**src/rtl/als_seq_pkg.sv**
```systemverilog
// Package: shared state encoding and default sizes for the light cycle sequencer.
// Assumes: the state codes are visible to software and must stay fixed.
package als_seq_pkg;

    typedef enum logic [2:0] {
        ST_SLEEP = 3'd0,
        ST_IDLE  = 3'd1,
        ST_INIT  = 3'd2,
        ST_INTEG = 3'd3,
        ST_PAUSE = 3'd4
    } seq_state_e;

    localparam int DEF_STEP_W    = 8;
    localparam int DEF_LONG_MULT = 12;

endpackage

```
**src/rtl/als_step_timer.sv**
```systemverilog
// Step timer: counts base ticks for one timed phase.
// A load captures the step count (0 means 2**STEP_W) and whether each step
// spans LONG_MULT ticks. While run_i is high, expire_o flags the tick that
// finishes the last step. Assumes load_i and clear_i are never high together
// with a tick that should count, and that a load occurs on every phase entry.
module als_step_timer #(
    parameter int STEP_W    = 8,
    parameter int LONG_MULT = 12
) (
    input  logic              clk,
    input  logic              rst_n,
    input  logic              clear_i,
    input  logic              load_i,
    input  logic [STEP_W-1:0] steps_i,
    input  logic              long_i,
    input  logic              run_i,
    input  logic              tick_i,
    output logic              expire_o
);
    localparam int CNT_W = STEP_W + 1;
    localparam int SUB_W = (LONG_MULT > 1) ? $clog2(LONG_MULT) : 1;
    localparam logic [CNT_W-1:0] FULL_CNT = CNT_W'(1) << STEP_W;
    localparam logic [SUB_W-1:0] SUB_TOP  = SUB_W'(LONG_MULT - 1);

    logic [CNT_W-1:0] step_q;
    logic [SUB_W-1:0] sub_q;
    logic             long_q;
    logic             sub_zero;

    assign sub_zero = (sub_q == '0);
    assign expire_o = run_i && tick_i && sub_zero && (step_q == CNT_W'(1));

    // Step counter: load on phase entry, count down one step per finished sub-count.
    always_ff @(posedge clk) begin
        if (!rst_n || clear_i) begin
            step_q <= '0;
            long_q <= 1'b0;
        end else if (load_i) begin
            step_q <= (steps_i == '0) ? FULL_CNT : CNT_W'(steps_i);
            long_q <= long_i;
        end else if (run_i && tick_i && sub_zero && (step_q != CNT_W'(1))) begin
            step_q <= step_q - CNT_W'(1);
        end
    end

    generate
        if (LONG_MULT > 1) begin : g_sub
            // Sub-counter: stretches each step to LONG_MULT ticks in long mode.
            always_ff @(posedge clk) begin
                if (!rst_n || clear_i) begin
                    sub_q <= '0;
                end else if (load_i) begin
                    sub_q <= long_i ? SUB_TOP : '0;
                end else if (run_i && tick_i) begin
                    if (sub_zero) begin
                        sub_q <= long_q ? SUB_TOP : '0;
                    end else begin
                        sub_q <= sub_q - SUB_W'(1);
                    end
                end
            end
        end else begin : g_nosub
            assign sub_q = '0;
        end
    endgenerate

    AST_STEP_NONZERO: assert property (@(posedge clk) disable iff (!rst_n)
        run_i |-> (step_q != '0));
    AST_SHORT_NO_SUB: assert property (@(posedge clk) disable iff (!rst_n)
        (!long_q) |-> sub_zero);

endmodule

```
**src/rtl/als_seq_fsm.sv**
```systemverilog
// Cycle controller: chooses the next phase, loads the step timer on every
// timed entry and produces the registered strobes. Assumes expire_i comes
// from a timer loaded by load_o, and bus_start_i is a one-cycle pulse.
module als_seq_fsm
    import als_seq_pkg::*;
#(
    parameter int STEP_W = 8
) (
    input  logic              clk,
    input  logic              rst_n,
    input  logic              tick_i,
    input  logic              pwr_on_i,
    input  logic              als_en_i,
    input  logic              wait_en_i,
    input  logic              sleep_on_int_i,
    input  logic              long_wait_i,
    input  logic [STEP_W-1:0] integ_steps_i,
    input  logic [STEP_W-1:0] wait_steps_i,
    input  logic              int_hit_i,
    input  logic              bus_start_i,
    input  logic              expire_i,
    output seq_state_e        state_o,
    output logic              run_o,
    output logic              load_o,
    output logic [STEP_W-1:0] load_steps_o,
    output logic              load_long_o,
    output logic              adc_start_o,
    output logic              done_o,
    output logic              latch_o,
    output logic              int_o
);
    seq_state_e state_q, nxt;
    logic       parked_q;
    logic       exit_integ;
    logic       go_park;

    assign state_o = state_q;
    assign run_o   = (state_q == ST_INIT) || (state_q == ST_INTEG) || (state_q == ST_PAUSE);

    // Next-state choice and timer load selection.
    always_comb begin
        nxt          = state_q;
        load_o       = 1'b0;
        load_steps_o = STEP_W'(1);
        load_long_o  = 1'b0;
        exit_integ   = 1'b0;
        go_park      = 1'b0;
        case (state_q)
            ST_SLEEP: begin
                if (pwr_on_i && (!parked_q || bus_start_i)) nxt = ST_IDLE;
            end
            ST_IDLE: begin
                if (als_en_i) begin
                    nxt    = ST_INIT;
                    load_o = 1'b1;
                end
            end
            ST_INIT: begin
                if (expire_i) begin
                    if (!als_en_i) begin
                        nxt = ST_IDLE;
                    end else begin
                        nxt          = ST_INTEG;
                        load_o       = 1'b1;
                        load_steps_o = integ_steps_i;
                    end
                end
            end
            ST_INTEG: begin
                if (expire_i) begin
                    exit_integ = 1'b1;
                    if (int_hit_i && sleep_on_int_i) begin
                        nxt     = ST_SLEEP;
                        go_park = 1'b1;
                    end else if (!als_en_i) begin
                        nxt = ST_IDLE;
                    end else if (wait_en_i) begin
                        nxt          = ST_PAUSE;
                        load_o       = 1'b1;
                        load_steps_o = wait_steps_i;
                        load_long_o  = long_wait_i;
                    end else begin
                        nxt    = ST_INIT;
                        load_o = 1'b1;
                    end
                end
            end
            ST_PAUSE: begin
                if (expire_i) begin
                    if (!als_en_i) begin
                        nxt = ST_IDLE;
                    end else begin
                        nxt    = ST_INIT;
                        load_o = 1'b1;
                    end
                end
            end
            default: nxt = ST_SLEEP;
        endcase
        if (!pwr_on_i) begin
            nxt        = ST_SLEEP;
            load_o     = 1'b0;
            exit_integ = 1'b0;
            go_park    = 1'b0;
        end
    end

    // State register and interrupt-park flag.
    always_ff @(posedge clk) begin
        if (!rst_n) begin
            state_q  <= ST_SLEEP;
            parked_q <= 1'b0;
        end else begin
            state_q <= nxt;
            if (!pwr_on_i) begin
                parked_q <= 1'b0;
            end else if (go_park) begin
                parked_q <= 1'b1;
            end else if ((state_q == ST_SLEEP) && (nxt == ST_IDLE)) begin
                parked_q <= 1'b0;
            end
        end
    end

    // Registered strobes, each high for one cycle after its event.
    always_ff @(posedge clk) begin
        if (!rst_n) begin
            adc_start_o <= 1'b0;
            done_o      <= 1'b0;
            latch_o     <= 1'b0;
            int_o       <= 1'b0;
        end else begin
            adc_start_o <= (nxt == ST_INTEG) && (state_q != ST_INTEG);
            done_o      <= exit_integ;
            latch_o     <= exit_integ;
            int_o       <= exit_integ && int_hit_i;
        end
    end

    AST_OFF_TO_SLEEP: assert property (@(posedge clk) disable iff (!rst_n)
        (!pwr_on_i) |=> (state_q == ST_SLEEP));
    AST_INIT_ONE_TICK: assert property (@(posedge clk) disable iff (!rst_n)
        ((state_q == ST_INIT) && ($past(state_q) == ST_INIT) && tick_i) |=> (state_q != ST_INIT));
    AST_LATCH_AFTER_INTEG: assert property (@(posedge clk) disable iff (!rst_n)
        latch_o |-> ($past(state_q) == ST_INTEG));
    AST_PAUSE_NEEDS_EN: assert property (@(posedge clk) disable iff (!rst_n)
        ((state_q == ST_PAUSE) && ($past(state_q) != ST_PAUSE)) |-> $past(wait_en_i));
    AST_PARK_HOLD: assert property (@(posedge clk) disable iff (!rst_n)
        ((state_q == ST_SLEEP) && parked_q && !bus_start_i) |=> (state_q == ST_SLEEP));

endmodule

```
**src/rtl/als_cycle_seq.sv**
```systemverilog
// Top of the light measurement cycle sequencer: joins the phase controller
// to its step timer. Assumes tick_i is a one-cycle pulse per base step and
// that the converter and threshold logic sit outside this block.
module als_cycle_seq
    import als_seq_pkg::*;
#(
    parameter int STEP_W    = DEF_STEP_W,
    parameter int LONG_MULT = DEF_LONG_MULT
) (
    input  logic              clk,
    input  logic              rst_n,
    input  logic              tick_i,
    input  logic              pwr_on_i,
    input  logic              als_en_i,
    input  logic              wait_en_i,
    input  logic              sleep_on_int_i,
    input  logic              long_wait_i,
    input  logic [STEP_W-1:0] integ_steps_i,
    input  logic [STEP_W-1:0] wait_steps_i,
    input  logic              int_hit_i,
    input  logic              bus_start_i,
    output logic [2:0]        state_o,
    output logic              adc_start_o,
    output logic              integ_done_o,
    output logic              latch_o,
    output logic              int_o
);
    seq_state_e        state;
    logic              run, load, load_long, expire;
    logic [STEP_W-1:0] load_steps;

    assign state_o = state;

    als_seq_fsm #(.STEP_W(STEP_W)) u_fsm (
        .clk            (clk),
        .rst_n          (rst_n),
        .tick_i         (tick_i),
        .pwr_on_i       (pwr_on_i),
        .als_en_i       (als_en_i),
        .wait_en_i      (wait_en_i),
        .sleep_on_int_i (sleep_on_int_i),
        .long_wait_i    (long_wait_i),
        .integ_steps_i  (integ_steps_i),
        .wait_steps_i   (wait_steps_i),
        .int_hit_i      (int_hit_i),
        .bus_start_i    (bus_start_i),
        .expire_i       (expire),
        .state_o        (state),
        .run_o          (run),
        .load_o         (load),
        .load_steps_o   (load_steps),
        .load_long_o    (load_long),
        .adc_start_o    (adc_start_o),
        .done_o         (integ_done_o),
        .latch_o        (latch_o),
        .int_o          (int_o)
    );

    als_step_timer #(.STEP_W(STEP_W), .LONG_MULT(LONG_MULT)) u_timer (
        .clk      (clk),
        .rst_n    (rst_n),
        .clear_i  (!pwr_on_i),
        .load_i   (load),
        .steps_i  (load_steps),
        .long_i   (load_long),
        .run_i    (run),
        .tick_i   (tick_i),
        .expire_o (expire)
    );

endmodule

```
**config.mk**
```make
export PLATFORM = sky130hd
export DESIGN_NAME = als_cycle_seq
export DESIGN_NICKNAME = d
export VERILOG_FILES = /design/src/rtl/als_seq_pkg.sv /design/src/rtl/als_step_timer.sv /design/src/rtl/als_seq_fsm.sv /design/src/rtl/als_cycle_seq.sv
export SDC_FILE = /design/constraint.sdc
export NUM_CORES = 1
export LEC_CHECK = 0
export ABC_AREA = 1
export CAP_MARGIN = 20
export CORE_ASPECT_RATIO = 0.6
export CORE_MARGIN = 4
export CORE_UTILIZATION = 40
export DETAILED_ROUTE_END_ITERATION = 10
export GPL_TIMING_DRIVEN = 1
export HOLD_SLACK_MARGIN = 0.12
export PLACE_DENSITY = 0.74
export SLEW_MARGIN = 40
export SYNTH_ARGS = -nofsm -noshare
export SYNTH_HDL_FRONTEND = slang
export SYNTH_HIERARCHICAL = 1
export SYNTH_SLANG_ARGS = --single-unit
```
**constraint.sdc**
```tcl
create_clock -name clk -period 3.4 [get_ports clk]
set_input_delay 0.68 -clock clk [delete_from_list [all_inputs] [get_ports clk]]
set_output_delay 0.68 -clock clk [all_outputs]
set_load 0.005 [all_outputs]
```
Yosys cells after proc, flatten, opt, wreduce, memory -nomap -nowiden. Cells that the tools add are included.

Output and inout port bits: 7. ROM bits: 0. Latch bits: 0. Logic and storage cells: 90. Bits in writable memories: 0. Register bits after elaboration: 21. Memories kept: 0.

$add $sub $neg: 2. Reduce and logical (&&, ||, !) cells: 24. Shifts and indexed selects: 0. Multipliers: 0. $lt $le $gt $ge: 0. Div/mod/pow operators: 0. Bitwise gates (word level): 0. Muxes and demuxes: 47. Equality and inequality tests: 9.

Operators with widths (number): $mux W8 (6); $mux W3 (9); $mux W9 (3); $mux W4 (5); $mux W1 (19); $pmux W8 S2 (1); $pmux W3 S5 (1); $eq A3 B2 Y1 const B (3); $eq A9 B1 Y1 const B (1); $logic_and A1 B1 Y1 (9); $ne A9 B1 Y1 const B (1); $sub A9 B1 Y9 const B (1); $logic_not A8 Y1 (1); $eq A3 B1 Y1 const B (2); $reduce_bool A2 Y1 (3); $logic_not A4 Y1 (1); $logic_or A1 B1 Y1 (4); $mux W2 (2); $sub A4 B1 Y4 const B (1); $eq A3 B3 Y1 const B (1); $logic_not A1 Y1 (3); $logic_not A3 Y1 (1); $ne A3 B2 Y1 const B (1); $pmux W1 S3 (1); other kinds (2) (2).

Longest topological paths before layout. Gate-level depths: netlist of run 1.

Word-level depth: 13. Depth in mapped cells: 17. Mapped depth without buffers: 16.

By module. The synthesis of run 1 kept the hierarchy.

By module, submodules not included: als_step_timer (area an instance 1022.2 µm², instances 1, cells each 157); als_seq_fsm (area an instance 573.0 µm², instances 1, cells each 89); als_cycle_seq (area an instance 3.8 µm², instances 1, cells each 1).

Worst setup path before layout of run 1. No wires, ideal clock.

Path type: register -> register. Start: register u_fsm.state_q[0] (netlist: u_fsm/state_o[0]). End: register u_timer.sub_q[0]. Setup slack: 968 ps. Arrival: 2323 ps. Cell stages (with the launch flop): 17. Data required time: 3291 ps. Library setup time: 109 ps. Path buffers: 1. Path through: dfxtp_1 > nor2_1 > nand2_1 > nand2_1 > nand2_1 > nor3_1 > buf_2 > nand2_1 > inv_1 > o211ai_1 > a21oi_1 > inv_2 > nand2_1 > o211a_1 > o21ai_0 > nand2_1 > inv_1.

Cells in the longest elaborated chain, start to end: 10. Elaborated cells on any way between the ends: 19. Classes of those cells: eq/ne: 4; mux: 8; reduce/logical: 7.

RTL lines: from (decl) (line als_seq_fsm.sv:32) `seq_state_e state_q, nxt;`; from (signal assigned) (line als_seq_fsm.sv:114) `state_q <= nxt;`; $eq A3 B2 Y1 (line als_seq_fsm.sv:38) `assign run_o = (state_q == ST_INIT) || (state_q == ST_INTEG) || (state_q == ST_PAUSE);`; $logic_or A1 B1 Y1 (line als_seq_fsm.sv:38); $logic_or A1 B1 Y1 * (line als_seq_fsm.sv:38); named net run (line als_cycle_seq.sv:29) `logic run, load, load_long, expire;`; $logic_and A1 B1 Y1 * (3 in a row) (line als_step_timer.sv:31) `assign expire_o = run_i && tick_i && sub_zero && (step_q == CNT_W'(1));`; named net expire (line als_cycle_seq.sv:29); $mux W1, on equally long branches (line als_seq_fsm.sv:89, als_seq_fsm.sv:70); $pmux W1 S3 * (line als_seq_fsm.sv:48) `case (state_q)`; $mux W1 * (line als_seq_fsm.sv:100) `if (!pwr_on_i) begin`; named net load (line als_cycle_seq.sv:29); $mux W4 or $reduce_bool A2 Y1 (tied branches); to (signal assigned) (line als_step_timer.sv:53) `sub_q <= long_i ? SUB_TOP : '0;`; to (signal assigned) (line als_step_timer.sv:56) `sub_q <= long_q ? SUB_TOP : '0;`; to (signal assigned) (line als_step_timer.sv:58) `sub_q <= sub_q - SUB_W'(1);`; to (decl) (line als_step_timer.sv:26) `logic [SUB_W-1:0] sub_q;`.

The timed path passes the listed nets; every way through them passes the cells marked *. A chain may end at the register's enable or synchronous reset.

Worst setup path after layout of run 1.
Start: register u_fsm.state_q[0] (netlist: u_fsm/state_o[0]). End: register u_timer.sub_q[1].

Same word-level chain as after synthesis.

==> run metrics, run 1 <==
vias in the first global route=about 1500; syn avg cell area=6.47 um^2; Sw Pwr=~0.00013 W; synth warn=6; Post-Syn Nets=between 200 and 300; Max IR drop VDD=between 150 and 200 uV; TritonCTS Buffers=3; Setup TNS=0 ns; Tot GR Track Use=between 15 and 20%; layout cells sized above 1=between 10% and 20%; crit-path max FO=19; Hold/Removal Path Class=reg -> reg; WL final=between 3 and 4 mm; DRT Pass-1 Iters=4; post-route ant nets=0; DP Cell Count=324; Fin. Hold Viols=0; most common cell in the synthesized netlist=nand2_1; Sequential cell area=between 400 and 500 um^2; sequential share of power=between 40% and 50%; via/cell ratio=approximately 5; via count=1671; Crit Path Category=reg -> reg; multi-input logic area=between 1000 and 1500 um^2; area added between synthesis and finish=26.2%; Clock power frac=between 30% and 40%; Worst Tran Pin Value=0.390 ns; Clock Skews=approximately 0.0047 ns; Internal=0.000377 W; clk buf depth=2; clock sinks=21; Max Slew Vio Count=0; largest net degree at the start of global routing=20; main area contributors after synthesis=dfxtp_1, nand2_1, nor2_1; Post-Syn Instances=approximately 250; critical path, cell by cell=nor2_1 > nand2_1 > nand2_1 > nand2_1 > nor3_1 > nand2_1 > inv_1 > o211ai_1 > a21oi_1 > inv_2 > nand2_1 > o211a_1 > o21ai_0 > nand2_1 > inv_1; FP Rows=17; first-pass GRT wire length=slightly below 7 mm; initial core utilization=42.5%; critical path's largest stage delay=roughly 0.40 ns; RD Place Congestion=between 0.9 and 1; Final setup viols=0; CP endpoint kind=flip-flop; setup repair bufs after CTS=0; Core Area=3760 um^2; CTS root buf=clkbuf_8; combinational group share of total power=around 18%; layout net count=between 300 and 400; Rel. slew slack=74.0%; area leader, netlist=dfxtp_1; Synth Register Bits=21; top cells by count, synth=nand2_1, nor2_1, inv_1; DRT iter0 DRCs=96; post-layout min period=2.73 ns; Filler cells=377; sequential-to-total area share from yosys stat=between 20% and 30%; number of gates resized after cts=0; die footprint=~5100 um^2; hold buffers post-CTS=0; mapped cell area=~1600 um^2; CP startpoint kind=flip-flop; Buf/Inv on CP=3; Power, Total=approximately 0.00051 W; Largest delay share family, worst path=simple AND/OR/NAND/NOR gates; post-route insts no fill=approximately 330; Final Cycle Share=around four fifths; Wirelength per Cell=between 10 and 15 um; number of port buffers=32; Top Ports=33; Net Sw Frac=26.0%; Final HPWL DP=between 3 and 4 mm; GR Overflow Total=0; fmax=366 MHz; Max-Cap Viols=0; status=completed; diode count=0; critical path's slowest cell=dfxtp_1; Leak=0.879 nW; post-synthesis cell type count=36; RSZ-0062 raised after global routing=no; Critical Path RT=~3.6 ns; EDFF count, synth=0; Post-synth ARST share=0%; DRC errors left=0; fin util=between 50% and 60%; initial antenna violation count=0; CTS tree=yes; PwrDens=roughly 250 nW/um^2; predominant post-synthesis flop cell=dfxtp_1; CTS clk-pin slew, worst paths=~0.08 ns; Clk Latency, worst-skew pair=~0.26 ns; htree depth=1; Critical Path AT=2.90 ns; Yosys top cell area share=between 20% and 30%; most frequent cell on the critical path=nand2_1; chip width=roughly 90 um; die height=57.0 um
## power by group through the flow
stage / clock network [W] / registers (W) / logic (W)
3_5_place_dp: 0 / 0.000260 / 0.0000919
2_1_floorplan: 0 / 0.000259 / 0.0000483
6_report: 0.000163 / 0.000254 / 0.0000926
5_1_grt: 0.000181 / 0.000255 / 0.000104
3_3_place_gp: 0 / 0.000260 / 0.0000916
4_1_cts: 0.000170 / 0.000254 / 0.0000921
## worst reg2reg max path: stages (launching register included)
cell      delay (ns)
dfxtp_1         0.40
nor2_1          0.27
nand2_1         0.15
nand2_1         0.11
nand2_1         0.13
nor3_1          0.25
nand2_1         0.08
inv_1           0.11
o211ai_1        0.10
a21oi_1         0.21
inv_2           0.22
nand2_1         0.22
o211a_1         0.21
o21ai_0         0.09
nand2_1         0.06
inv_1           0.03
## layout make-up
type / instances / area share, %
timing repair buffer: 34 / 16.6
clock buffer: 3 / 2.05
inverter: 37 / 6.88
multi-input combinational: 185 / 50.5
sequential: 21 / 20.8
clock inverter: 1 / 0.248
tap: 47 / 2.91
## per-stage QoR
step | hold WS [ns] | setup WS, ns | area [um^2]
final | 0.489 | 0.669 | 2020
after global routing | 0.536 | 0.281 | 2020
after CTS | 0.489 | 0.697 | 2020
after detailed placement | 0.478 | 0.446 | 1970
after global placement | 0.473 | 0.542 | 1970
after floorplan | 0.449 | 0.968 | 1600
## layout by cell type (no fill, tap or decap), drive strengths merged
master         netlist  final
a22o                 7      7
nor3b                1      1
nand4                4      4
nor2                43     43
dfxtp               21     21
nand3b               1      1
a211oi               1      1
inv                 36     36
clkbuf               1      3
buf                  3      2
o22a                 1      1
ha                   4      4
o211a                1      1
clkdlybuf4s50        0     32
nand2               62     62
o21bai               1      1
o21ai               14     14
o211ai               1      1
nor4                 1      1
clkinv               1      2
a21oi               16     16
nor3                 4      4
o2111ai              1      1
a31oi                1      1
nand3               21     21
## logic make-up after synthesis
logic type      after synthesis  synth area share [%]
compound gates               44                  17.0
fa+ha+maj                     4                  3.13
buf+inv                      41                  10.0
flops                        21                  26.3
simple gates                137                  43.6
## final timing paths
kind	cells past startpoint	endpoint	startpoint	slack [ns]
setup / recovery	15	u_timer/sub_q[1]	u_fsm/state_o[0]	0.67
hold / removal	2	u_timer/long_q	u_timer/long_q	0.49
hold reg to reg	2	u_timer/long_q	u_timer/long_q	0.49
setup reg to reg	15	u_timer/sub_q[1]	u_fsm/state_o[0]	0.67
## layer usage
layer / global-route usage, % / up-vias / part of all wire, %
met5: 0 / - / 0
met2: 20.0 / 69 / 35
li1: - / 875 / -
met1: 28.2 / 725 / 55
met3: 5.77 / 2 / 9.4
met4: 0.849 / 0 / 0.10
## registers in the layout, summed over array words and instances, names as in the netlist
| register | flops |
|---|---|
| u_timer/step_q | 9 |
| u_timer/sub_q | 4 |
| u_fsm/state_o | 3 |
| u_fsm/adc_start_o | 1 |
| u_fsm/int_o | 1 |
| u_fsm/latch_o | 1 |
| u_fsm/parked_q | 1 |
| u_timer/long_q | 1 |
Power figures use the tool's default switching activity.
==> run 2: changes to the inputs <==
==> constraint.sdc (replaced) <==
create_clock -name clk -period 2.8 [get_ports clk]
set_input_delay 0.56 -clock clk [delete_from_list [all_inputs] [get_ports clk]]
set_output_delay 0.56 -clock clk [all_outputs]
set_load 0.005 [all_outputs]
==> run 2 against run 1 <==
- count of clock-buffer cells in the layout unchanged
- combinational power up 26%
- maximum frequency grew 13%
- power up 25%
- clock power grew 29%
- largest cell class unchanged
- highest routed layer unchanged
==> run metrics, run 2 (synthesis results as in run 1) <==
status=completed (unchanged); worst reg2reg path depth=14 (was 15); RR Endpoint=u_timer/sub_q[1] (unchanged); DRT Pass-1 Iters=4 (unchanged); DRT iter0 DRCs=110 (was 96); crit-path max FO=9 (was 19); Tot GR Track Use=17.2% (was 16.6%); RSZ-0062 raised after global routing=no (unchanged); Biggest register=u_timer/step_q (unchanged); Max IR drop VDD=223 uV (was 157 uV); Top Ports=33 (unchanged); GR Overflow Total=0 (unchanged); chip width=89.6 um (unchanged); Final HPWL DP=3.42 mm (was 3.20 mm); layout net count=315 (was 312); Reg2Reg Setup Slack=0.39 ns (was 0.67 ns); diode count=0 (unchanged); Setup TNS=0 ns (unchanged); TritonCTS Buffers=3 (unchanged); Sequential cell area=420 um^2 (unchanged); Critical Path Stages=14 (was 15); number of gates resized after cts=0 (unchanged); CP startpoint kind=flip-flop (unchanged); hold_sp=u_timer/long_q (unchanged); critical path, cell by cell=nand2_1 > nand2_1 > nand2_1 > nor3_1 > nand2_1 > inv_1 > o211ai_1 > a21oi_1 > inv_2 > nand2_1 > o211a_1 > o21ai_0 > nand2_1 > inv_1 (was nor2_1 > nand2_1 > nand2_1 > nand2_1 > nor3_1 > nand2_1 > inv_1 > o211ai_1 > a21oi_1 > inv_2 > nand2_1 > o211a_1 > o21ai_0 > nand2_1 > inv_1); Clk Latency, worst-skew pair=0.27 ns (was 0.26 ns); crit path launch=u_fsm/state_o[2] (was u_fsm/state_o[0]); Leak=0.892 nW (was 0.879 nW); initial core utilization=42.5% (unchanged); Final setup viols=0 (unchanged); CTS tree=yes (unchanged); die height=57.0 um (unchanged); FF-to-FF Start=u_fsm/state_o[2] (was u_fsm/state_o[0]); clock sinks=21 (unchanged); Power, Total=0.000635 W (was 0.000509 W); Max Slew Vio Count=0 (unchanged); vias in the first global route=1535 (was 1480); multi-input logic area=1020 um^2 (unchanged); number of port buffers=32 (unchanged); clk buf depth=2 (unchanged); worst hold margin=0.496 ns (was 0.489 ns); critical path's slowest cell=dfxtp_1 (unchanged); via count=1655 (was 1671); area added between synthesis and finish=27.6% (was 26.2%); Crit Path Category=reg -> reg (unchanged); Worst Hold Path EP=u_timer/long_q (unchanged); most frequent cells in the layout=nand2_1, nor2_1, clkdlybuf4s50_1 (unchanged); Clock Skews=0.0121 ns (was 0.00465 ns); CP endpoint kind=flip-flop (unchanged); fin util=54.2% (was 53.6%); Buf/Inv on CP=3 (unchanged); DRC errors left=0 (unchanged); via/cell ratio=5.00 (was 5.09); PwrDens=311 nW/um^2 (was 252 nW/um^2); die footprint=5110 um^2 (unchanged); fmax=415 MHz (was 366 MHz); layout cells sized above 1=12.3% (was 11.4%); Final Cycle Share=86.1% (was 80.3%); post-layout min period=2.41 ns (was 2.73 ns); critical path's largest stage delay=0.53 ns (was 0.40 ns); Critical Path AT=2.59 ns (was 2.90 ns); largest net degree at the start of global routing=13 (was 20); post-route ant nets=0 (unchanged); FP Rows=17 (unchanged); Hold Path Cell Cnt=2 (unchanged); Hold/Removal Path Class=reg -> reg (unchanged); initial antenna violation count=0 (unchanged); Rel. slew slack=77.1% (was 74.0%); Critical Path RT=2.98 ns (was 3.57 ns); max reg flops=9 (unchanged); WL final=4.26 mm (was 3.98 mm); Max-Cap Viols=0 (unchanged); Worst Tran Pin Value=0.344 ns (was 0.390 ns); Core Area=3760 um^2 (unchanged); most frequent cell on the critical path=nand2_1 (unchanged); RD Place Congestion=0.902 (was 0.903); commonest non-fill, non-tap cell in the layout=nand2_1 (unchanged); htree depth=1 (unchanged); CTS root buf=clkbuf_8 (unchanged); Wirelength per Cell=12.9 um (was 12.1 um); Filler cells=383 (was 377); hold buffers post-CTS=0 (unchanged); Fin. Hold Viols=0 (unchanged); CTS clk-pin slew, worst paths=0.09 ns (was 0.08 ns); setup repair bufs after CTS=0 (unchanged); first-pass GRT wire length=7.02 mm (was 6.82 mm); Largest delay share family, worst path=simple AND/OR/NAND/NOR gates (unchanged)
==> run 2: report_power, final <==
part	total [W]	switching, W	internal, W	leakage, nW
registers	0.000309	0.00000599	0.000303	0.170
clock network	0.000210	0.000111	0.0000994	0.0255
logic	0.000117	0.0000590	0.0000578	0.697
==> run 2: layout make-up <==
class,count,area share [%]
multi-input cells,185,49.9
clock inverters,1,0.245
repair buffers,37,17.5
inverters,37,6.81
well taps,47,2.88
clock buffers,3,2.02
flip-flops and latches,21,20.6
==> run 2: worst max-delay path by stage <==
stage	to	slack [ns]
after floorplan	u_timer/sub_q[0]	0.37
after global placement	u_timer/step_q[8]	0.19
after detailed placement	u_timer/step_q[8]	0.17
after CTS	u_timer/step_q[8]	0.39
after global routing	u_timer/step_q[8]	0.11
final	u_timer/sub_q[1]	0.39
==> run 2: per-layer routing <==
metal  global-route usage, %  vias to the layer above  wire length [um]
li1                        -                      880                 -
met1                    28.2                      721              2330
met2                    23.3                       52              1630
met3                    3.90                        2               291
met4                    1.27                        0                 4
met5                       0                        -                 0
==> run 2: stage by stage <==
step                      setup WS, ns  instance area, um^2  cells
after CTS                        0.386                 2040    331
after global placement           0.186                 1990    327
after global routing             0.114                 2040    331
after detailed placement         0.167                 1990    327
after floorplan                  0.368                 1600    247
final                            0.390                 2040    331
==> run 2: tightest hold or removal path: cells and delay by family (launching register included) <==
kind            cells  cell delay [ns]
flops               1             0.32
compound gates      1             0.06
simple gates        1             0.08
